<file path="config.mk">
export PLATFORM = sky130hd
export DESIGN_NAME = cmpl_irq_top
export DESIGN_NICKNAME = d
export VERILOG_FILES = /design/src/rtl/cmpl_irq_pkg.sv /design/src/rtl/cmpl_upd_arb.sv /design/src/rtl/cmpl_ptr_store.sv /design/src/rtl/cmpl_pend_flag.sv /design/src/rtl/cmpl_irq_top.sv
export SDC_FILE = /design/constraint.sdc
export NUM_CORES = 1
export LEC_CHECK = 0
export CELL_PAD_IN_SITES_DETAIL_PLACEMENT = 1
export CELL_PAD_IN_SITES_GLOBAL_PLACEMENT = 1
export CORE_MARGIN = 8
export CORE_UTILIZATION = 25
export DETAILED_ROUTE_END_ITERATION = 10
export HOLD_SLACK_MARGIN = 0.08
export PLACE_DENSITY_LB_ADDON = 0.2
export SYNTH_ARGS = -nofsm -noshare
export SYNTH_HDL_FRONTEND = slang
export SYNTH_SLANG_ARGS = --single-unit
</file>
<file path="constraint.sdc">
create_clock -name clk -period 2.1 [get_ports clk]
set_clock_uncertainty 0.15 [all_clocks]
set_input_delay 0.315 -clock clk [delete_from_list [all_inputs] [get_ports clk]]
set_output_delay 0.315 -clock clk [all_outputs]
set_load 0.03 [all_outputs]
</file>
<file path="src/rtl/cmpl_irq_pkg.sv">
package cmpl_irq_pkg;

  // Kind of update applied to the pending flag in a cycle
  typedef enum logic [1:0] {
    UPD_NONE = 2'd0,
    UPD_PORT = 2'd1,
    UPD_ACK  = 2'd2,
    UPD_MISS = 2'd3
  } upd_kind_e;

endpackage

</file>
<file path="src/rtl/cmpl_upd_arb.sv">
module cmpl_upd_arb
  import cmpl_irq_pkg::*;
#(
  parameter int PTR_W = 32
) (
  input  logic             port_wr_en,
  input  logic             host_wr_en,
  input  logic [PTR_W-1:0] host_wr_data,
  input  logic [PTR_W-1:0] ptr_q,
  output upd_kind_e        kind
);

  // The port write has priority; the host compare only counts when the port is idle
  always_comb begin
    if (port_wr_en)                  kind = UPD_PORT;
    else if (!host_wr_en)            kind = UPD_NONE;
    else if (host_wr_data == ptr_q)  kind = UPD_ACK;
    else                             kind = UPD_MISS;
  end

endmodule

</file>
<file path="src/rtl/cmpl_ptr_store.sv">
module cmpl_ptr_store #(
  parameter int PTR_W = 32
) (
  input  logic             clk,
  input  logic             rst,
  input  logic             port_wr_en,
  input  logic [PTR_W-1:0] port_wr_addr,
  input  logic             host_wr_en,
  output logic [PTR_W-1:0] ptr_q
);

  always_ff @(posedge clk) begin
    if (rst)             ptr_q <= '0;
    else if (port_wr_en) ptr_q <= port_wr_addr;
  end

  p_port_store_r1: assert property (@(posedge clk) disable iff (rst)
    port_wr_en |=> ptr_q == $past(port_wr_addr));

  p_host_no_store_r3: assert property (@(posedge clk) disable iff (rst)
    (host_wr_en && !port_wr_en) |=> $stable(ptr_q));

endmodule

</file>
<file path="src/rtl/cmpl_pend_flag.sv">
module cmpl_pend_flag
  import cmpl_irq_pkg::*;
(
  input  logic      clk,
  input  logic      rst,
  input  upd_kind_e kind,
  output logic      pend_d,
  output logic      pend_q
);

  always_comb begin
    unique case (kind)
      UPD_PORT: pend_d = 1'b1;
      UPD_ACK:  pend_d = 1'b0;
      default:  pend_d = pend_q;
    endcase
  end

  always_ff @(posedge clk) begin
    if (rst) pend_q <= 1'b0;
    else     pend_q <= pend_d;
  end

  p_port_raise_r2: assert property (@(posedge clk) disable iff (rst)
    (kind == UPD_PORT) |=> pend_q);

  p_match_clear_r4: assert property (@(posedge clk) disable iff (rst)
    (kind == UPD_ACK) |=> !pend_q);

  p_miss_hold_r5: assert property (@(posedge clk) disable iff (rst)
    (kind == UPD_MISS) |=> pend_q == $past(pend_q));

endmodule

</file>
<file path="src/rtl/cmpl_irq_top.sv">
module cmpl_irq_top
  import cmpl_irq_pkg::*;
#(
  parameter int PTR_W = 32
) (
  input  logic             clk,
  input  logic             rst,
  input  logic             port_wr_en,
  input  logic [PTR_W-1:0] port_wr_addr,
  input  logic             host_wr_en,
  input  logic [PTR_W-1:0] host_wr_data,
  input  logic             host_rd_en,
  output logic [PTR_W-1:0] host_rd_data,
  input  logic             irq_enable,
  output logic             irq_out
);

  logic [PTR_W-1:0] ptr_q;
  upd_kind_e        kind;
  logic             pend_d;
  logic             pend_q;
  logic [PTR_W-1:0] rd_q;
  logic             irq_q;

  cmpl_ptr_store #(.PTR_W(PTR_W)) u_store (
    .clk          (clk),
    .rst          (rst),
    .port_wr_en   (port_wr_en),
    .port_wr_addr (port_wr_addr),
    .host_wr_en   (host_wr_en),
    .ptr_q        (ptr_q)
  );

  cmpl_upd_arb #(.PTR_W(PTR_W)) u_arb (
    .port_wr_en   (port_wr_en),
    .host_wr_en   (host_wr_en),
    .host_wr_data (host_wr_data),
    .ptr_q        (ptr_q),
    .kind         (kind)
  );

  cmpl_pend_flag u_pend (
    .clk    (clk),
    .rst    (rst),
    .kind   (kind),
    .pend_d (pend_d),
    .pend_q (pend_q)
  );

  // Registered output: reflects pending and mask as they stand after this edge
  always_ff @(posedge clk) begin
    if (rst) irq_q <= 1'b0;
    else     irq_q <= pend_d & irq_enable;
  end

  always_ff @(posedge clk) begin
    if (rst)             rd_q <= '0;
    else if (host_rd_en) rd_q <= ptr_q;
  end

  assign irq_out      = irq_q;
  assign host_rd_data = rd_q;

  p_irq_needs_pend_r6: assert property (@(posedge clk) disable iff (rst)
    irq_out |-> pend_q);

  p_irq_follows_r6: assert property (@(posedge clk) disable iff (rst)
    (pend_q && irq_enable && !host_wr_en) |=> irq_out);

  p_mask_keeps_r6: assert property (@(posedge clk) disable iff (rst)
    (pend_q && !irq_enable && !host_wr_en) |=> pend_q && !irq_out);

  p_port_wins_r7: assert property (@(posedge clk) disable iff (rst)
    (port_wr_en && host_wr_en) |=> pend_q && ptr_q == $past(port_wr_addr));

  p_read_r9: assert property (@(posedge clk) disable iff (rst)
    host_rd_en |=> host_rd_data == $past(ptr_q));

  p_read_hold_r9: assert property (@(posedge clk) disable iff (rst)
    !host_rd_en |=> $stable(host_rd_data));

endmodule

</file>
==> impl_metrics.csv <==
group,metric,value,unit
route,drc_errors,0,
synthesis,synth_cells,258,
run,maxCapViolations,0,
status,violations,"setup timing",
worst_setup_path,required,2180,ps
cts,cts_max_level,3,
worst_setup_path,cp-endpoint,"irq_out$_SDFF_PP0_",
cts,cts_hold_buf,0,
route,drt-total-wl,8480,microns
status,outcome,"finished, violations left",
synthesis,synth_top_area_share,49.3,%
timing,worst_pin_slew,584,ps
synthesis,ys_ff_latch,66,
placement,dpl.hpwl,6350,microns
timing,hold_viol,0,
worst_setup_path,end_kind,"register",
pwr,power.leakage,1.89,nW
synthesis,synthArstFlopShare,0,%
floorplan,die_h,119,microns
synthesis,synth.distinct_cells,14,
synthesis,yosysMostFrequentCell,"dfxtp_1",
synthesis,synth_seq_area_share,49.3,%
synthesis,synth_top_area_cell,"dfxtp_1",
timing,setup_viol_count_final,2,
global_route,grt_pass1_vias,2532,
synthesis,synthMuxAreaShare,24.3,%
floorplan,coreArea,10400,sq um
placement,place.gp.congestion,0.664,
worst_setup_path,crit_fanout,2,
worst_setup_path,reg2regPathDepth,10,
cts,clock_path_buffers,2,
placement,placed_area,4010,sq um
timing,hold_slack,321,ps
cts,cts_tree,"yes",
cts,numCtsBuffers,9,
route,routed_via_density,4.21,
global_route,grt_usage,11.9,%
timing,min_period,2320,ps
layout,fillers,1216,
route,drtAntennaViolNets,0,
layout,multi_input_area,1320,sq um
worst_setup_path,rrSetupSlack,-190,ps
global_route,grt_pass1_wl,13300,microns
timing,finalWorstSetupSlack,-219,ps
cts,cts.clk_slew.worst_paths,70,ps
synthesis,yosys.area_share.xor_xnor,10.5,%
route,wl_per_cell,16.1,microns
worst_setup_path,start_kind,"input port",
synthesis,syn_avg_cell_area,10.4,sq um
worst_setup_path,startpoint,"host_wr_data[18]",
synthesis,synth_fa_ha_area_share,0.467,%
floorplan,fp.dieW,119,microns
global_route,overflow,0,
cts,ctsRootBufferMaster,"clkbuf_8",
floorplan,io_pins,103,
global_route,grt_start_max_net_pins,33,
synthesis,synth_area_leaders,"dfxtp_1, mux2i_1, xor2_1",
worst_setup_path,arrival,2400,ps
pwr,peakVddDrop,0.000319,V
timing,slew_violations,0,
layout,antenna_cells,0,
synthesis,synth_top_family_by_area,"multiplexers",
hold_path,hold_depth,2,
layout,regArea,1320,sq um
placement,portBuffers,102,
layout,area_growth,58.5,%
layout,drive_above_1_share,13.3,%
hold_path,holdCritPathClass,"input port to register",
timing,timing.fmax,431,MHz
layout,utilization,40.9,%
synthesis,ys.flop_type,"dfxtp_1",
floorplan,die-area,14300,sq um
synthesis,synth_common_cells,"dfxtp_1, mux2i_1, nor2_1, xor2_1, nor4_1",
worst_setup_path,r2r-start,"u_store.ptr_q[23]$_SDFFE_PP0P_",
timing,tns,-299,ps
route,num_vias,2217,
synthesis,synth_compound_area_share,0.187,%
route,drtIter0Drc,58,
pwr,power_density,682,nW/um^2
synthesis,yosysWarnings,0,
pwr,finalPower,2.89,mW
timing,slew_headroom,61.1,%
cts,cts.sinks,66,
layout,nets,457,
worst_setup_path,r2r-end,"irq_out$_SDFF_PP0_",
layout,fin_area,4240,sq um
floorplan,row_count,37,
route,drt-pass1-iter-count,4,
synthesis,synth_enable_flop_cells,0,
global_route,antenna_found_initial,0,
synthesis,synthSimpleGateAreaFrac,12.1,%
cts,insertion_delay,330,ps
timing,rsz0062_at_grt,"yes",
synthesis,synth_fp_nets,329,
worst_setup_path,worstSetupPathType,"input port to register",
floorplan,start_util,25.8,%
synthesis,syn_area,2680,sq um
timing,period_share,110,%
-- cells by family after synthesis --
| kind of cell | Yosys count |
|---|---|
| compound gates | 1 |
| xor+xnor | 32 |
| fa+ha+maj | 1 |
| buf+inv | 15 |
| flops | 66 |
| mux | 65 |
| simple gates | 78 |
-- flip-flops by register name, summed over array words and instances, names as in the netlist --
name,cells
irq_out,1
u_pend.pend_q,1
u_store.ptr_q,32
host_rd_data,32
-- cell type report --
| type | instances | area share (%) |
|---|---|---|
| clock inverters | 3 | 0.943 |
| flip-flops and latches | 66 | 31.2 |
| multi-input cells | 177 | 31.0 |
| repair buffers | 132 | 29.6 |
| clock buffers | 13 | 3.27 |
| well taps | 136 | 4.01 |
-- worst min path at each step --
stage                                        from                             to  slack, ps
floorplan                                     rst       u_pend.pend_q$_SDFF_PP0_        240
global route                                  rst  host_rd_data[28]$_SDFFE_PP0P_        330
finish                                        rst  host_rd_data[28]$_SDFFE_PP0P_        320
CTS                                           rst  host_rd_data[28]$_SDFFE_PP0P_        300
detailed placement  host_rd_data[29]$_SDFFE_PP0P_  host_rd_data[29]$_SDFFE_PP0P_        340
global placement    host_rd_data[10]$_SDFFE_PP0P_  host_rd_data[10]$_SDFFE_PP0P_        320
-- power breakdown --
group | internal, mW | switching, mW
Sequential | 1.31 | 0.0414
Clock | 0.547 | 0.478
Combinational | 0.285 | 0.228
Total | 2.15 | 0.748
-- layout by cell type (no fill, tap or decap) --
master	instances
and2_1	1
buf_12	2
buf_2	3
buf_4	28
bufinv_16	1
clkbuf_1	4
clkbuf_8	9
clkdlybuf4s50_1	95
clkinv_2	2
dfxtp_1	64
dfxtp_2	2
dlygate4sd2_1	3
dlymetal6s2s_1	1
ha_1	1
mux2i_1	65
nand2b_1	2
nand4_1	2
nor2_1	65
nor4_1	5
nor4_2	2
nor4_4	1
o21ai_1	1
xor2_1	30
xor2_2	2
-- worst max-delay path, cell delays in order --
cell and delay, ps:
clkdlybuf4s50_1 420, xor2_1 160, nor4_2 340, buf_4 160, nand4_1 60, o21ai_1 140, nand2b_1 70, ha_1 290
mux2i_1 190, nor2_1 70, and2_1 180
-- metrics by stage --
stage               setup WS, ps  std cells
floorplan                    182        258
global placement            -734        510
detailed placement          -764        510
CTS                         -222        527
global route                -397        527
finish                      -219        527
-- metal layers --
layer	GRT usage, %	part of all wire [%]	vias to the layer above
li1	-	-	1113
met3	4.69	8.2	10
met5	0	0	-
met1	14.4	45	1022
met4	4.68	1.3	0
met2	18.8	45	72
-- timing repair --
item / CTS / global route
setup endpoints to repair: 2 / 2
resized for setup: 8 / 4
pin swaps: 4 / 4
setup buffers: 1 / 0
Note: power is estimated with default switching activity, not from simulation.
